===== config.mk =====
export PLATFORM = sky130hd
export DESIGN_NAME = psram_seq
export DESIGN_NICKNAME = d
export VERILOG_FILES = /design/src/rtl/psq_pkg.sv /design/src/rtl/psq_window.sv /design/src/rtl/psq_beat.sv /design/src/rtl/psq_clkgen.sv /design/src/rtl/psram_seq.sv
export SDC_FILE = /design/constraint.sdc
export NUM_CORES = 1
export LEC_CHECK = 0
export CAP_MARGIN = 20
export CELL_PAD_IN_SITES_DETAIL_PLACEMENT = 1
export CELL_PAD_IN_SITES_GLOBAL_PLACEMENT = 2
export CORE_ASPECT_RATIO = 0.75
export CORE_MARGIN = 2
export CORE_UTILIZATION = 35
export CTS_CLUSTER_DIAMETER = 60
export DETAILED_ROUTE_END_ITERATION = 8
export GPL_ROUTABILITY_DRIVEN = 1
export GPL_TIMING_DRIVEN = 0
export HOLD_SLACK_MARGIN = 0.05
export PLACE_DENSITY = 0.95
export REMOVE_ABC_BUFFERS = 1
export SETUP_SLACK_MARGIN = 0.02
export SLEW_MARGIN = 20
export SYNTH_ARGS = -nofsm -noshare
export SYNTH_HDL_FRONTEND = slang
export SYNTH_SLANG_ARGS = --single-unit

===== constraint.sdc =====
create_clock -name clk -period 4.75 [get_ports clk]
set_input_delay 0.95 -clock clk [delete_from_list [all_inputs] [get_ports clk]]
set_output_delay 0.95 -clock clk [all_outputs]
set_load 0.02 [all_outputs]

===== src/rtl/psq_pkg.sv =====
package psq_pkg;

    localparam int TW   = 5;   // timing field width
    localparam int DW   = 3;   // divider field width
    localparam int NPIN = 6;   // windowed outputs

    localparam int PIN_CE   = 0;
    localparam int PIN_ADV  = 1;
    localparam int PIN_WE   = 2;
    localparam int PIN_OE   = 3;
    localparam int PIN_BUS  = 4;
    localparam int PIN_ADDR = 5;

    typedef logic [TW-1:0] tcyc_t;
    typedef logic [DW-1:0] div_t;

    typedef enum logic [1:0] {
        MODE_SYNC   = 2'b00,
        MODE_ASYNC  = 2'b01,
        MODE_CFG_SW = 2'b10,
        MODE_CFG_RG = 2'b11
    } mode_e;

    typedef struct packed {
        tcyc_t on;
        tcyc_t off;
    } window_t;

    typedef struct packed {
        window_t [NPIN-1:0] win;
        tcyc_t              wdat_on;
        tcyc_t              rdat_on;
        tcyc_t              last_on;
        tcyc_t              rd_end;
        tcyc_t              wr_end;
        div_t               div;
        logic               clk_en;
        logic               clk_early;
    } tcfg_t;

    localparam div_t DIV_MIN = DW'(2);
    localparam div_t DIV_MAX = DW'(4);

    localparam tcfg_t CFG_RST = '{
        win: '0, wdat_on: '0, rdat_on: '0, last_on: '0,
        rd_end: '0, wr_end: '0, div: DIV_MIN,
        clk_en: 1'b0, clk_early: 1'b0
    };

    function automatic div_t clamp_div(input div_t d);
        if (d < DIV_MIN) return DIV_MIN;
        if (d > DIV_MAX) return DIV_MAX;
        return d;
    endfunction

endpackage


===== src/rtl/psq_window.sv =====
module psq_window
    import psq_pkg::*;
(
    input  logic    clk,
    input  logic    rst,
    input  logic    busy,
    input  logic    at_end,
    input  tcyc_t   cnt,
    input  window_t win,
    output logic    active
);

    always_ff @(posedge clk) begin
        if (rst || !busy || at_end) begin
            active <= 1'b0;
        end else if (cnt == win.off) begin
            active <= 1'b0;          // deassert has priority
        end else if (cnt == win.on) begin
            active <= 1'b1;
        end
    end

endmodule


===== src/rtl/psq_beat.sv =====
module psq_beat
    import psq_pkg::*;
(
    input  logic  clk,
    input  logic  rst,
    input  logic  busy,
    input  logic  at_end,
    input  logic  allow,
    input  tcyc_t cnt,
    input  tcyc_t first,
    input  div_t  div,
    output logic  stb
);

    logic run_q;
    div_t ph_q;

    always_ff @(posedge clk) begin
        if (rst || !busy || at_end) begin
            run_q <= 1'b0;
            ph_q  <= '0;
            stb   <= 1'b0;
        end else if (allow && cnt == first) begin
            run_q <= 1'b1;
            ph_q  <= DW'(1);
            stb   <= 1'b1;
        end else if (run_q && ph_q >= div) begin
            ph_q  <= DW'(1);
            stb   <= 1'b1;
        end else begin
            stb <= 1'b0;
            if (run_q) ph_q <= ph_q + 1'b1;
        end
    end


    beat_gap_chk: assert property (@(posedge clk) disable iff (rst)
        (stb && div >= DW'(2) && $stable(div)) |=> !stb);

endmodule


===== src/rtl/psq_clkgen.sv =====
module psq_clkgen
    import psq_pkg::*;
(
    input  logic clk,
    input  logic rst,
    input  logic start_go,
    input  logic run_nxt,
    input  logic clk_ok,
    input  div_t div,
    input  logic early,
    output logic mem_clk
);

    div_t ph_q, ph_nxt;
    logic lvl_nxt;
    logic pos_q, neg_q;

    always_comb begin
        if (start_go || ph_q >= div - 1'b1) ph_nxt = '0;
        else                                ph_nxt = ph_q + 1'b1;
        lvl_nxt = run_nxt && clk_ok && (ph_nxt < (div >> 1));
    end

    always_ff @(posedge clk) begin
        if (rst) begin
            ph_q  <= '0;
            pos_q <= 1'b0;
        end else begin
            ph_q  <= ph_nxt;
            pos_q <= lvl_nxt;
        end
    end

    always_ff @(negedge clk) begin
        if (rst) neg_q <= 1'b0;
        else     neg_q <= lvl_nxt;
    end

    assign mem_clk = early ? neg_q : pos_q;


    clk_idle_chk: assert property (@(posedge clk) disable iff (rst)
        !run_nxt |=> !pos_q);

endmodule


===== src/rtl/psram_seq.sv =====
module psram_seq
    import psq_pkg::*;
(
    input  logic       clk,
    input  logic       rst,
    input  logic       enable,
    input  logic       start,
    input  logic       is_read,
    input  logic [1:0] mode,
    input  logic       cfg_valid,
    input  logic [4:0] ce_on,
    input  logic [4:0] ce_off,
    input  logic [4:0] adv_on,
    input  logic [4:0] adv_off,
    input  logic [4:0] we_on,
    input  logic [4:0] we_off,
    input  logic [4:0] oe_on,
    input  logic [4:0] oe_off,
    input  logic [4:0] bus_on,
    input  logic [4:0] bus_off,
    input  logic [4:0] addr_on,
    input  logic [4:0] wdat_on,
    input  logic [4:0] rdat_on,
    input  logic [4:0] last_on,
    input  logic [4:0] rd_end,
    input  logic [4:0] wr_end,
    input  logic [2:0] div_sel,
    input  logic       clk_out_en,
    input  logic       clk_early,
    output logic       mem_ce_n,
    output logic       mem_adv_n,
    output logic       mem_we_n,
    output logic       mem_oe_n,
    output logic       bus_oe,
    output logic       addr_drive,
    output logic       mem_clk,
    output logic       wdat_stb,
    output logic       rdat_stb,
    output logic       last_data,
    output logic       busy
);

    tcfg_t cfg_in, cfg_q;
    logic  busy_q, rd_q, last_q;
    tcyc_t cnt_q, end_cyc;
    mode_e mode_q;
    logic  start_go, at_end, run_nxt, clk_ok_nxt;
    logic [NPIN-1:0] pin_act;

    // ---- timing register set ----
    always_comb begin
        cfg_in.win[PIN_CE]   = '{on: ce_on,   off: ce_off};
        cfg_in.win[PIN_ADV]  = '{on: adv_on,  off: adv_off};
        cfg_in.win[PIN_WE]   = '{on: we_on,   off: we_off};
        cfg_in.win[PIN_OE]   = '{on: oe_on,   off: oe_off};
        cfg_in.win[PIN_BUS]  = '{on: bus_on,  off: bus_off};
        cfg_in.win[PIN_ADDR] = '{on: addr_on, off: adv_off};
        cfg_in.wdat_on   = wdat_on;
        cfg_in.rdat_on   = rdat_on;
        cfg_in.last_on   = last_on;
        cfg_in.rd_end    = rd_end;
        cfg_in.wr_end    = wr_end;
        cfg_in.div       = clamp_div(div_sel);
        cfg_in.clk_en    = clk_out_en;
        cfg_in.clk_early = clk_early;
    end

    always_ff @(posedge clk) begin
        if (rst)            cfg_q <= CFG_RST;
        else if (cfg_valid) cfg_q <= cfg_in;
    end

    // ---- access counter ----
    assign start_go = start && enable && !busy_q;
    assign end_cyc  = rd_q ? cfg_q.rd_end : cfg_q.wr_end;
    assign at_end   = busy_q && (cnt_q == end_cyc);
    assign run_nxt  = start_go || (busy_q && !at_end);

    always_ff @(posedge clk) begin
        if (rst) begin
            busy_q <= 1'b0;
            cnt_q  <= '0;
            rd_q   <= 1'b0;
            mode_q <= MODE_SYNC;
        end else if (start_go) begin
            busy_q <= 1'b1;
            cnt_q  <= '0;
            rd_q   <= is_read;
            mode_q <= mode_e'(mode);
        end else if (at_end) begin
            busy_q <= 1'b0;
        end else if (busy_q) begin
            cnt_q <= cnt_q + 1'b1;
        end
    end

    // ---- windowed pins ----
    for (genvar g = 0; g < NPIN; g++) begin : g_pin
        psq_window u_win (
            .clk    (clk),
            .rst    (rst),
            .busy   (busy_q),
            .at_end (at_end),
            .cnt    (cnt_q),
            .win    (cfg_q.win[g]),
            .active (pin_act[g])
        );
    end

    // ---- data beat strobes ----
    psq_beat u_wbeat (
        .clk(clk), .rst(rst), .busy(busy_q), .at_end(at_end),
        .allow(!rd_q), .cnt(cnt_q), .first(cfg_q.wdat_on),
        .div(cfg_q.div), .stb(wdat_stb)
    );

    psq_beat u_rbeat (
        .clk(clk), .rst(rst), .busy(busy_q), .at_end(at_end),
        .allow(rd_q), .cnt(cnt_q), .first(cfg_q.rdat_on),
        .div(cfg_q.div), .stb(rdat_stb)
    );

    // ---- last-data marker ----
    always_ff @(posedge clk) begin
        if (rst) last_q <= 1'b0;
        else     last_q <= busy_q && !at_end && (cnt_q == cfg_q.last_on);
    end

    // ---- memory clock ----
    assign clk_ok_nxt = cfg_q.clk_en &&
                        ((start_go ? mode_e'(mode) : mode_q) != MODE_ASYNC);

    psq_clkgen u_clk (
        .clk      (clk),
        .rst      (rst),
        .start_go (start_go),
        .run_nxt  (run_nxt),
        .clk_ok   (clk_ok_nxt),
        .div      (cfg_q.div),
        .early    (cfg_q.clk_early),
        .mem_clk  (mem_clk)
    );

    assign mem_ce_n   = !pin_act[PIN_CE];
    assign mem_adv_n  = !pin_act[PIN_ADV];
    assign mem_we_n   = !pin_act[PIN_WE];
    assign mem_oe_n   = !pin_act[PIN_OE];
    assign bus_oe     =  pin_act[PIN_BUS];
    assign addr_drive =  pin_act[PIN_ADDR];
    assign last_data  =  last_q;
    assign busy       =  busy_q;

    // ---- checks ----

    pins_idle_chk: assert property (@(posedge clk) disable iff (rst)
        !busy_q |-> (mem_ce_n && mem_adv_n && mem_we_n && mem_oe_n &&
                     !bus_oe && !addr_drive && !wdat_stb && !rdat_stb && !last_data));


    end_stop_chk: assert property (@(posedge clk) disable iff (rst)
        at_end |=> !busy_q);


    start_busy_chk: assert property (@(posedge clk) disable iff (rst)
        (busy_q && !at_end && start) |=> (busy_q && cnt_q == $past(cnt_q) + 1'b1));


    no_start_off_chk: assert property (@(posedge clk) disable iff (rst)
        (!busy_q && !enable) |=> !busy_q);


    async_clk_chk: assert property (@(posedge clk) disable iff (rst)
        (busy_q && mode_q == MODE_ASYNC && !cfg_q.clk_early) |-> !mem_clk);


    strobe_excl_chk: assert property (@(posedge clk) disable iff (rst)
        $onehot0({wdat_stb, rdat_stb}));


    cfg_hold_chk: assert property (@(posedge clk) disable iff (rst)
        !cfg_valid |=> $stable(cfg_q));


    div_range_chk: assert property (@(posedge clk) disable iff (rst)
        cfg_q.div >= DIV_MIN && cfg_q.div <= DIV_MAX);

endmodule


==> results.md <==
* Failing checks: negative setup slack
* Vias at 4359
* Yosys warns at 0
* CTS clk-pin slew, worst paths at 0.05 ns
* Crit path DAT at 2.76 ns
* Area Overhead vs Synth at 33.7%
* Worst relative slew slack at 50.0%
* Placer Congestion at 0.747
* Sequential share of the synthesized area at 42.7%
* Port bufs at 103
* Synth unique cells at 41
* Standard-cell rows at 39
* Total power at 2.60 mW
* Number of synthesized register bits at roughly 120
* ANT nets after route at 0
* Outcome: complete, but fails checks
* Max-slew violations at 0
* Max Used Layer: met4
* M1 wire length at 6.51 mm
* Pwr Density at roughly 360 mW/mm^2
* Slew @ Worst Pin at 0.748 ns
* Met3 wire length at 725 um
* Area of the core at ~0.015 mm^2
* Post-route DRC at 0
* Setup slack, reg-to-reg at -0.04 ns
* Antenna cells at 0
* Grt total ovfl at 0
* Post-Synthesis Cells at around 570
* Layout cells sized above 1 at 9.12%
* Synth Area per Inst at 9.57 um^2
* Gr usage total at a little under a fifth
* Die W at 148 um
* Fin worst setup slack at -0.0425 ns
* Unrepaired setup endpoints after global routing: yes
* WP data required at 2.72 ns
* Clock Tree Buf Depth at 2
* Count of flip-flops with a built-in enable after synthesis at 0
* Hold-fix buffers at CTS at 0
* Root buf cell: clkbuf_16
* Comb pwr share at 14.8%
* First-pass GRT wire length at 23.9 mm
* Detailed Place HPWL at 10.0 mm
* Psw at 0.672 mW
* Sequential share of power at roughly two fifths
* H-tree levels at 4
* Setup_tns at -0.0425 ns
* Worst-Skew Late Latency at 0.43 ns
* Post-layout util at 47.8%
* Hold Violations, Final at 0
* Starting DRT DRC Count at 192
* VDD IR-drop max at between 0.2 and 0.3 mV
* CTS tree: done
* Crit Path Max Fanout at 4
* Final setup viols at 1
* Die area at approximately 0.017 mm^2
* Startpoint Class: flop
* Clock Power Share at a little over two fifths
* Leakage Power at 3.19 nW
* WL met2 at 7.36 mm
* Async S/R FF share, synth at 0%
* Final #Nets at 775
* Drt total wl at 14.8 mm
* Syn Std Cell Area at 0.00544 mm^2
* Largest net degree at the start of global routing at roughly 60
* Switching Share at roughly a quarter
* Die Y at 112 um
* Initial Utilization at 35.7%
* Vias in the first global route at 4812
* Top FF cell, synth: dfxtp_1
* Cell internal pwr at 1.93 mW
* Setup Skew at roughly 0.024 ns
* Maxcap violations at 0
* Initial antenna violation count at 0
* Worst hold path type: reg -> reg
* # IOs at 104
* Vias/cell at ~4.9
* CTS Buf Count at 17
* CTS sink cnt at 116
* Routed len/inst at 16.7 um
* Crit path capture type: flop
* First-pass DRT Iterations at 4
* Crit path kind: reg -> reg
final cells by class:
class | instances | area [um^2]
Sequential cell | 116 | 2330
Fill cell | 1700 | 7950
Inverter | 19 | 76.3
Timing Repair Buffer | 113 | 1140
Multi-Input combinational cell | 399 | 2930
Clock inverter | 11 | 62.6
Clock buffer | 22 | 464
Tap cell | 205 | 256
cells in the mapped netlist, types with 2 or more instances:
cell / number / area share, %
nand2b_1: 12 / 1.4
o211ai_1: 2 / 0.28
a21oi_1: 12 / 1.1
and3_1: 4 / 0.46
inv_1: 20 / 1.4
o21ai_0: 8 / 0.74
buf_1: 4 / 0.28
a2bb2oi_1: 2 / 0.32
buf_6: 2 / 0.41
xnor2_1: 33 / 5.3
a311oi_1: 4 / 0.64
nand3_1: 4 / 0.37
xor2_1: 43 / 6.9
ha_1: 15 / 3.5
a31oi_1: 8 / 0.92
nand2_1: 17 / 1.2
nor4_1: 3 / 0.35
nand3b_1: 3 / 0.41
nor2_1: 95 / 6.6
a221oi_1: 2 / 0.32
dfxtp_1: 116 / 43
a21o_1: 6 / 0.83
buf_2: 15 / 1.4
clkbuf_1: 12 / 0.83
mux2i_1: 92 / 17
nor3_1: 19 / 1.7
sequential cells by signal (all words and copies together) (netlist names):
signal / flops
busy: 1
cfg_q: 85
cnt_q: 5
g_pin.u_win.active: 6
last_data: 1
mode_q: 2
rd_q: 1
u_clk.neg_q: 1
u_clk.ph_q: 3
u_clk.pos_q: 1
u_rbeat.ph_q: 3
u_rbeat.run_q: 1
u_rbeat.stb: 1
u_wbeat.ph_q: 3
u_wbeat.run_q: 1
u_wbeat.stb: 1
metal layers:
layer | vias up | track usage, %
met5 | - | 0
met4 | 0 | 6.41
met3 | 18 | 5.33
met2 | 93 | 32.4
met1 | 2130 | 22.0
li1 | 2118 | -
path summary, 6_finish.rpt:
| path | start | end | depth (start not counted) |
|---|---|---|---|
| worst min register to register | u_clk.ph_q[0] | u_clk.ph_q[0] | 1 |
| worst min-delay path | u_clk.ph_q[0] | u_clk.ph_q[0] | 1 |
| worst max register to register | cfg_q[2] | u_clk.neg_q | 11 |
| worst max-delay path | cfg_q[2] | u_clk.neg_q | 11 |
power by group through the flow:
stage	Clock, mW	Sequential, mW	Combinational [mW]
after floorplan	0.00263	1.08	0.189
after global placement	0.00263	1.10	0.349
after detailed placement	0.00263	1.10	0.351
after CTS	1.16	1.08	0.362
after global routing	1.21	1.09	0.425
final	1.13	1.08	0.385
worst max-delay path, stage by stage, from the launching register on:
cell	delay, ns
dfxtp_4	0.38
inv_4	0.04
ha_4	0.27
ha_4	0.20
a21o_1	0.18
a21oi_2	0.17
and3_4	0.22
ha_4	0.19
inv_2	0.05
o21ai_1	0.05
a221o_1	0.34
a211oi_2	0.25
stage by stage:
stage	cell area, um^2	std cells	worst slack (ns)	hold slack (ns)
floorplan	5280	535	-0.0948	0.427
global placement	6570	843	-1.97	0.445
detailed placement	6620	845	-0.828	0.468
CTS	7180	879	-0.0892	0.479
global route	7270	885	-0.115	0.462
finish	7270	885	-0.0425	0.439
cells by family after synthesis:
family	synth area share, %
AO/OA/AOI/OAI	6.38
XOR/XNOR	12.5
adder cells (fa/ha/maj)	3.45
buffers and inverters	4.28
flip-flops	42.7
multiplexers	17.1
AND/OR/NAND/NOR	13.5
placed cells by master, fill, tap and decap left out, types with 7 or more instances in the layout:
master	Yosys	layout
inv_1	20	17
nor3_1	19	19
nand2_1	17	17
a21oi_1	12	11
xnor2_1	33	33
o21ai_0	8	7
nand2b_1	12	12
mux2i_1	92	92
clkbuf_16	0	17
xor2_1	43	43
dfxtp_2	0	7
buf_4	0	9
clkdlybuf4s50_1	0	100
nor2_1	95	95
dfxtp_1	116	108
a31oi_1	8	8
ha_1	15	12
repair_timing:
item | CTS | global route
setup endpoints to repair | 2 | 1
resized for setup | 7 | 11
pin swaps | 5 | 8
hold endpoints to repair | 0 | 0
buffers inserted | 2 | 6
Note: power is estimated with default switching activity, not from simulation.
